--- src/rtl/wdog_pkg.sv ---
package wdog_pkg;
  localparam int CNT_BYTES = 3;
  localparam int CNT_W     = 8 * CNT_BYTES;

  localparam logic [2:0] OFS_CTRL    = 3'd1;
  localparam logic [2:0] OFS_CNT_LO  = 3'd4;
  localparam logic [2:0] OFS_SEED_LO = 3'd7;

  localparam int BIT_MODE  = 7;
  localparam int BIT_PRST  = 5;
  localparam int BIT_PET   = 4;
  localparam int BIT_RUN   = 3;
  localparam int BIT_CAP   = 2;
  localparam int BIT_CLR   = 1;
  localparam int BIT_ALARM = 0;

  // saturating decrement of the live count
  function automatic logic [CNT_W-1:0] dec_sat(input logic [CNT_W-1:0] c);
    return (c == '0) ? '0 : c - 1'b1;
  endfunction

  // control byte as seen by a read; strobe positions read as zero
  function automatic logic [7:0] ctrl_pack(input logic mode, input logic prst,
                                           input logic run, input logic alarm);
    logic [7:0] b;
    b = '0;
    b[BIT_MODE]  = mode;
    b[BIT_PRST]  = prst;
    b[BIT_RUN]   = run;
    b[BIT_ALARM] = alarm;
    return b;
  endfunction
endpackage

--- src/rtl/wdog_prescaler.sv ---
module wdog_prescaler #(
  parameter int TICK_DIV = 3072
) (
  input  logic clk,
  input  logic rst_n,
  input  logic run,
  input  logic restart,
  output logic tick
);
  localparam int PRE_W = (TICK_DIV > 1) ? $clog2(TICK_DIV) : 1;
  localparam logic [PRE_W-1:0] LAST = PRE_W'(TICK_DIV - 1);

  logic [PRE_W-1:0] pre_q;

  always_ff @(posedge clk or negedge rst_n) begin
    if (!rst_n)                pre_q <= '0;
    else if (restart || !run)  pre_q <= '0;
    else if (pre_q == LAST)    pre_q <= '0;
    else                       pre_q <= pre_q + 1'b1;
  end

  assign tick = run && (pre_q == LAST);
endmodule

--- src/rtl/wdog_counter.sv ---
module wdog_counter #(
  parameter int W = 24
) (
  input  logic         clk,
  input  logic         rst_n,
  input  logic         load,
  input  logic [W-1:0] seed,
  input  logic         run,
  input  logic         tick,
  output logic [W-1:0] cnt,
  output logic         expire
);
  logic [W-1:0] cnt_q;

  always_ff @(posedge clk or negedge rst_n) begin
    if (!rst_n)           cnt_q <= '0;
    else if (load)        cnt_q <= seed;
    else if (run && tick) cnt_q <= wdog_pkg::dec_sat(cnt_q);
  end

  assign cnt    = cnt_q;
  assign expire = run && tick && !load && (cnt_q <= W'(1));
endmodule

--- src/rtl/wdog_pulse.sv ---
module wdog_pulse #(
  parameter int LEN = 16
) (
  input  logic clk,
  input  logic rst_n,
  input  logic trig,
  output logic pulse
);
  localparam int RW = $clog2(LEN + 1);
  logic [RW-1:0] rem_q;

  always_ff @(posedge clk or negedge rst_n) begin
    if (!rst_n)           rem_q <= '0;
    else if (trig)        rem_q <= RW'(LEN);
    else if (rem_q != '0) rem_q <= rem_q - 1'b1;
  end

  assign pulse = (rem_q != '0);
endmodule

--- src/rtl/wdog_bytewin.sv ---
module wdog_bytewin
  import wdog_pkg::*;
#(
  parameter int TICK_DIV = 3072,
  parameter int RST_LEN  = 16
) (
  input  logic       clk,
  input  logic       rst_n,
  input  logic       wr_en,
  input  logic [2:0] addr,
  input  logic [7:0] wr_data,
  output logic [7:0] rd_data,
  output logic       alarm_irq,
  output logic       cpu_rst_o
);
  // decoded write events
  logic ctrl_wr, pet_stb, cap_stb, clr_stb;
  assign ctrl_wr = wr_en && (addr == OFS_CTRL);
  assign pet_stb = ctrl_wr && wr_data[BIT_PET];
  assign cap_stb = ctrl_wr && wr_data[BIT_CAP];
  assign clr_stb = ctrl_wr && wr_data[BIT_CLR];

  // seed bytes, one register per byte lane
  logic [7:0]       seed_b [CNT_BYTES];
  logic [CNT_W-1:0] seed_q;

  for (genvar b = 0; b < CNT_BYTES; b++) begin : g_seed
    localparam logic [2:0] OFS = 3'(int'(OFS_SEED_LO) - b);
    always_ff @(posedge clk or negedge rst_n) begin
      if (!rst_n)                        seed_b[b] <= '0;
      else if (wr_en && (addr == OFS))   seed_b[b] <= wr_data;
    end
    assign seed_q[8*b +: 8] = seed_b[b];
  end

  // control state
  logic mode_q, prst_q, run_q, alarm_q, irq_q;
  logic [CNT_W-1:0] snap_q;
  logic [CNT_W-1:0] cnt_q;
  logic tick, expire, fire;

  assign fire = expire && !clr_stb;

  always_ff @(posedge clk or negedge rst_n) begin
    if (!rst_n) begin
      mode_q  <= 1'b0;
      prst_q  <= 1'b0;
      run_q   <= 1'b0;
      alarm_q <= 1'b0;
      irq_q   <= 1'b0;
      snap_q  <= '0;
    end else begin
      if (ctrl_wr) begin
        mode_q <= wr_data[BIT_MODE];
        prst_q <= wr_data[BIT_PRST];
      end
      if (pet_stb)                 run_q <= 1'b1;
      else if (clr_stb || expire)  run_q <= 1'b0;
      if (clr_stb)                 alarm_q <= 1'b0;
      else if (expire)             alarm_q <= 1'b1;
      irq_q <= fire;
      if (cap_stb) snap_q <= cnt_q;
    end
  end

  wdog_prescaler #(.TICK_DIV(TICK_DIV)) u_pre (
    .clk(clk), .rst_n(rst_n), .run(run_q), .restart(pet_stb), .tick(tick)
  );

  wdog_counter #(.W(CNT_W)) u_cnt (
    .clk(clk), .rst_n(rst_n), .load(pet_stb), .seed(seed_q),
    .run(run_q), .tick(tick), .cnt(cnt_q), .expire(expire)
  );

  wdog_pulse #(.LEN(RST_LEN)) u_rst (
    .clk(clk), .rst_n(rst_n), .trig(fire && prst_q), .pulse(cpu_rst_o)
  );

  assign alarm_irq = irq_q;

  // read mux
  always_comb begin
    rd_data = '0;
    if (addr == OFS_CTRL) rd_data = ctrl_pack(mode_q, prst_q, run_q, alarm_q);
    for (int b = 0; b < CNT_BYTES; b++) begin
      if (addr == 3'(int'(OFS_CNT_LO) - b))  rd_data = snap_q[8*b +: 8];
      if (addr == 3'(int'(OFS_SEED_LO) - b)) rd_data = seed_b[b];
    end
  end
endmodule

--- config.mk ---
export PLATFORM = sky130hd
export DESIGN_NAME = wdog_bytewin
export DESIGN_NICKNAME = d
export VERILOG_FILES = /design/src/rtl/wdog_pkg.sv /design/src/rtl/wdog_prescaler.sv /design/src/rtl/wdog_counter.sv /design/src/rtl/wdog_pulse.sv /design/src/rtl/wdog_bytewin.sv
export SDC_FILE = /design/constraint.sdc
export NUM_CORES = 1
export LEC_CHECK = 0
export ABC_AREA = 1
export BUFFER_PORTS_ARGS = -buffer_cell sky130_fd_sc_hd__buf_2
export CORE_MARGIN = 4
export CORE_UTILIZATION = 55
export CTS_BUF_LIST = sky130_fd_sc_hd__clkbuf_16
export CTS_CLUSTER_SIZE = 12
export DETAILED_ROUTE_END_ITERATION = 10
export GPL_TIMING_DRIVEN = 0
export MAX_ROUTING_LAYER = met4
export PLACE_DENSITY = 0.76
export SKIP_LAST_GASP = 1
export SLEW_MARGIN = 20
export SYNTH_ARGS = -nofsm -noshare
export SYNTH_HDL_FRONTEND = slang
export SYNTH_SLANG_ARGS = --single-unit
export TNS_END_PERCENT = 1
--- constraint.sdc ---
create_clock -name clk -period 1.9 [get_ports clk]
set_input_delay 0 -clock clk [delete_from_list [all_inputs] [get_ports clk]]
set_output_delay 0 -clock clk [all_outputs]
set_load 0.02 [all_outputs]
## Word-level counts from Yosys, hierarchy flattened

Cells that the tools add are included.

| cells by class | value |
|---|---|
| equal/unequal tests | 8 |
| $add $sub $neg | 3 |
| divide/modulo/power cells | 0 |
| mux-type cells | 18 |
| $mul | 0 |
| shift-type cells | 0 |
| bitwise operators | 0 |
| $lt $le $gt $ge | 1 |
| reduce and logical (&&, ||, !) cells | 24 |

Operators with widths:

| cell | number |
|---|---|
| $mux W24 | 3 |
| $mux W8 | 7 |
| $le A24 B1 Y1 const B | 1 |
| $logic_not A24 Y1 | 1 |
| $mux W12 | 2 |
| $sub A24 B1 Y24 const B | 1 |
| $logic_and A1 B1 Y1 | 13 |
| $add A12 B1 Y12 const B | 1 |
| $eq A12 B12 Y1 const B | 1 |
| $eq A3 B3 Y1 const B | 4 |
| $mux W5 | 2 |
| $reduce_bool A2 Y1 | 4 |
| $eq A3 B2 Y1 const B | 2 |
| $reduce_bool A5 Y1 | 1 |
| $sub A5 B1 Y5 const B | 1 |
| $mux W1 | 4 |
| $eq A3 B1 Y1 const B | 1 |
| $logic_not A1 Y1 | 3 |
| $logic_or A1 B1 Y1 | 2 |

| storage, ports and cells | value |
|---|---|
| bits of input ports | 14 |
| memories kept | 0 |
| word-level logic and storage cells | 66 |
| RAM bits | 0 |
| register bits after elaboration | 94 |
| ROM bits | 0 |
| output and inout port bits | 10 |
| latch bits | 0 |

## Depth between registers and ports, before layout

| logic depth | value |
|---|---|
| word-level depth | 9 |
| depth in mapped cells | 11 |
| gate-level depth less buffers | 10 |

## Modules after synthesis

A second synthesis with hierarchy kept.

| unflattened totals | value |
|---|---|
| cell total of the unflattened synthesis | 722 |
| area, all modules | 5397.7 µm² |

By module, submodules not included:

| module | cells an instance | times used | area each (µm²) | sequential area each (µm²) |
|---|---|---|---|---|
| wdog_bytewin | 306 | 1 | 2522.4 | 1326.3 |
| wdog_counter | 303 | 1 | 1944.4 | 600.6 |
| wdog_prescaler | 80 | 1 | 670.6 | 300.3 |
| wdog_pulse | 33 | 1 | 260.2 | 125.1 |

## Least setup slack after synthesis

Ideal clock, no wire load.

| path | value |
|---|---|
| kind | register to register |
| start | register u_cnt.cnt_q[0] (netlist: u_cnt.cnt[0]) |
| end | register u_cnt.cnt_q[10] (netlist: u_cnt.cnt[10]) |
| path buffers | 0 |
| library setup time | 124 ps |
| stages on the path, launching flop included | 9 |
| setup slack | 365 ps |
| data required time | 1776 ps |
| clock period less this slack | 1535 ps |
| arrival | 1411 ps |
| cells stage by stage | dfrtp_1 -> inv_1 -> ha_1 -> nand2_1 -> nor2_1 -> nand2_1 -> xor2_1 -> nand2_1 -> nand3_1 |

| between the ends | value |
|---|---|
| cells in the longest elaborated chain, start to end | 4 |
| elaborated cells on any way between the ends | 5 |
| those cells by class | 1 x add/sub; 3 x mux; 1 x reduce/logical |

RTL lines:

| item | RTL line | RTL |
|---|---|---|
| from (decl) | wdog_counter.sv:13 | `logic [W-1:0] cnt_q;` |
| from (signal assigned) | wdog_counter.sv:18 | `else if (run && tick) cnt_q <= wdog_pkg::dec_sat(cnt_q);` |
| $sub A24 B1 Y24 / $logic_not A24 Y1 (equally long branches) | wdog_pkg.sv:19 | `return (c == '0) ? '0 : c - 1'b1;` |
| $mux W24 * | wdog_pkg.sv:19 |  |
| $mux W24 * | wdog_counter.sv:18 |  |
| $mux W24 * | wdog_counter.sv:17 | `else if (load) cnt_q <= seed;` |

Every way passes the cells marked *; elsewhere a longest branch is shown, timed or not. The select of a mux whose other input is x is not followed.
A chain may end at the register's enable or synchronous reset.

## Worst setup path in the final report

| path | value |
|---|---|
| start | register u_cnt.cnt_q[0] (netlist: u_cnt.cnt[0]) |
| end | register u_rst.rem_q[0] |

| between the ends | value |
|---|---|
| cells in the longest elaborated chain, start to end | 5 |
| elaborated cells on any way between the ends | 6 |
| those cells by class | 1 x order compare; 1 x mux; 4 x reduce/logical |

RTL lines:

| item | RTL line | RTL |
|---|---|---|
| $le A24 B1 Y1 * | wdog_counter.sv:22 | `assign expire = run && tick && !load && (cnt_q <= W'(1));` |
| $logic_and A1 B1 Y1 * | wdog_counter.sv:22 |  |
| $logic_and A1 B1 Y1 * | wdog_bytewin.sv:42 | `assign fire = expire && !clr_stb;` |
| $logic_and A1 B1 Y1 * | wdog_bytewin.sv:76 | `.clk(clk), .rst_n(rst_n), .trig(fire && prst_q), .pulse(cpu_rst_o)` |
| $mux W5 / $reduce_bool A2 Y1 (equally long branches) | n/a |  |
| to (signal assigned) | wdog_pulse.sv:14 | `else if (trig) rem_q <= RW'(LEN);` |
| to (signal assigned) | wdog_pulse.sv:15 | `else if (rem_q != '0) rem_q <= rem_q - 1'b1;` |
| to (decl) | wdog_pulse.sv:10 | `logic [RW-1:0] rem_q;` |

Every way passes the cells marked *; elsewhere a longest branch is shown, timed or not.

==> results.json <==
{
  "status": "finished clean",
  "cts_tree": "done",
  "vias_per_cell": 5.592,
  "avgSynthCellArea_um2": 7.556,
  "fin_skew_ns": 0.004380,
  "grt_start_max_net_pins": 60,
  "first_pass_iters": 5,
  "instances_no_fill": 816,
  "die_h_um": 103.3,
  "dr_wl_met3_um": 817,
  "crit_fanout": 5,
  "timing.final.crit_share_pct": 95.54,
  "drt_iter0_drc": 342,
  "clk_pin_slew_ns": 0.07,
  "slew_headroom_pct": 60.28,
  "cts_buffer_depth": 2,
  "ys_top_cells_by_area": "dfrtp_1 47%, nand2_1 16%, o21ai_0 5.5%, nor2_1 5.3%, nand3_1 5.3%",
  "io_pins": 24,
  "startpoint": "u_cnt.cnt[0]",
  "clk_latency_ns": 0.34,
  "grt_first_pass_wirelength_um": 21430,
  "synth_top_area_share_pct": 47.09,
  "numCtsBuffers": 9,
  "yosys-mux-area-fraction_pct": 0.2004,
  "final_max_slew_viol_count": 0,
  "cts.sink_count": 94,
  "setup_viol": 0,
  "tightest_slew_ns": 0.5936,
  "grt_usage_pct": 27.15,
  "design.core.area_um2": 8763,
  "worstHoldPathType": "in -> reg",
  "netlist_instances": 661,
  "p_switching_mw": 2.172,
  "ys_seq_area_share_pct": 47.09,
  "die_area_um2": 10670,
  "syn_to_final_growth_pct": 13.78,
  "synth_area_leader_cell": "dfrtp_1",
  "p_per_area_nw_per_um2": 1065,
  "place_area_um2": 5279,
  "ant_nets": 0,
  "cts-root-buf": "clkbuf_16",
  "final_cell_mix": "219 x nand2_1, 94 x dfrtp_1, 68 x nor2_1, 63 x inv_1, 55 x o21ai_0",
  "placed_cells": 793,
  "min_from": "wr_data[7]",
  "ir_drop_mv": 0.6584,
  "worst-setup-path-type": "reg -> reg",
  "grt_setup_unrepaired": "true",
  "max_freq_mhz": 550.9,
  "report.final.hold_viol_count": 0,
  "cellInternalPower_mw": 3.881,
  "final_area_um2": 5683,
  "p_sw_share_pct": 35.88,
  "avgRoutedWirePerCell_um": 15.93,
  "drc_errors": 0,
  "p_leak_nw": 2.839,
  "maxCapViolations": 0,
  "wl_met2_um": 6383,
  "clkPwrFrac_pct": 30.1,
  "synth_area_um2": 4995,
  "met1Wirelength_um": 5475,
  "antenna_cells": 0,
  "synth-warning-count": 0,
  "gp_congestion": 0.9747,
  "endpoint_kind": "register",
  "drive_gt1_share_pct": 12.29,
  "final_common_cell": "nand2_1",
  "arrival_ns": 2.05,
  "wirelength_um": 13000,
  "synth_fa_ha_area_share_pct": 1.503,
  "synthSimpleGateAreaFrac_pct": 32.69,
  "die_width_um": 103.3,
  "p_comb_share_pct": 25.9,
  "antenna_found_initial": 0,
  "synth_cell_types": 29,
  "synth-seq-cells": 94,
  "crit_required_ns": 2.13,
  "place_hpwl_um": 9710,
  "syn_nets": 681,
  "start_kind": "register",
  "synth_compound_area_share_pct": 7.440,
  "fin_nets": 723,
  "grt_pass1_vias": 4501,
  "synth_top_family_by_area": "simple AND/OR/NAND/NOR gates",
  "overflow": 0,
  "seqPwrFrac_pct": 44.0,
  "synth_xor_area_share_pct": 3.858,
  "initial_core_util_pct": 57.00,
  "r2r_start": "u_cnt.cnt[0]",
  "maxUsedRoutingLayer": "met4",
  "num_rows": 34,
  "portBuffers": 23,
  "vias": 4563,
  "htreeDepth": 3,
  "fin_crit_ns": 1.815
}
==> per-stage QoR <==
step           total power, mW  hold WS (ns)  setup slack [ns]   TNS [ns]  utilization, %
6_report                 6.054       0.02128           0.08472          0           64.85
5_1_grt                  6.393       0.02603          -0.02558   -0.08154           64.85
4_1_cts                  6.020      0.006208          0.007860          0           64.36
3_5_place_dp             4.183      -0.08559         -0.009933  -0.009933           60.24
3_3_place_gp             4.120        0.3046          -0.06157     -5.417           59.85
2_1_floorplan            3.690       -0.2956            0.3647          0               -
==> state kept, by name, summed over array words and instances, names as in the netlist <==
register / count
alarm_q: 1
snap_q: 24
u_pre.pre_q: 12
seed_b: 24
mode_q: 1
run_q: 1
alarm_irq: 1
u_cnt.cnt: 24
u_rst.rem_q: 5
prst_q: 1
==> final cells by class <==
cell class	count	area, µm²
Fill cell	742	3080
Clock buffer	9	225.2
Buffer	13	101.3
Inverter	69	259.0
Multi-Input combinational cell	485	2307
Timing Repair Buffer	31	229.0
Tap cell	108	135.1
Sequential cell	94	2352
Clock inverter	7	73.82
==> power by group through the flow <==
| stage | clock network, mW | registers, mW | logic (mW) |
|---|---|---|---|
| floorplan | 0 | 2.58 | 1.11 |
| global placement | 0 | 2.67 | 1.45 |
| detailed placement | 0 | 2.68 | 1.50 |
| CTS | 1.84 | 2.65 | 1.53 |
| global route | 1.92 | 2.70 | 1.77 |
| finish | 1.83 | 2.66 | 1.57 |
==> metal layers <==
metal,track usage [%],up-vias
met4,9.163,0
met3,5.701,32
li1,-,2172
met2,44.35,169
met5,-,-
met1,33.75,2190
==> path summary, 6_finish.rpt <==
path | endpoint | slack (ns) | depth (start not counted)
hold reg to reg | u_pre.pre_q[0] | 0.47 | 1
setup reg to reg | u_rst.rem_q[0] | 0.08 | 8
min in group asynchronous | u_rst.rem_q[3] | 0.12 | 2
max in group asynchronous | u_cnt.cnt[4] | 1.17 | 3
hold / removal | seed_b[15] | 0.02 | 3
setup / recovery | u_rst.rem_q[0] | 0.08 | 8
==> timing repair <==
action / in CTS / in global routing
gates resized for setup: 1 / 6
hold buffers: 6 / 0
buffers inserted: 0 / 1
hold endpoints to repair: 105 / 0
setup endpoints to repair: 1 / 14
pin swaps: 0 / 1
==> synth_stat cells, drive strengths merged <==
cell	instances
a21boi	1
a21oi	10
buf	13
dfrtp	94
ha	6
inv	69
mux2i	1
nand2	228
nand3	53
nand4	12
nor2	80
nor3	5
nor3b	2
nor4	1
o2111ai	1
o21ai	61
or2	2
xnor2	1
xor2	21
==> critical path, stage by stage (launching register included) <==
cell and delay, ns:
dfrtp_1 0.41, inv_1 0.17, ha_2 0.29, or2_2 0.13, nand2_1 0.04, nor2_1 0.25, nand3_2 0.18, nor2_4 0.16
nor2_1 0.05
==> kinds of logic after synthesis <==
group | count (synthesis)
multiplexers | 1
XOR/XNOR | 22
buffers and inverters | 82
AND/OR/NAND/NOR | 383
adder cells (fa/ha/maj) | 6
flip-flops | 94
AO/OA/AOI/OAI | 73
(Power assumes the default switching activity.)
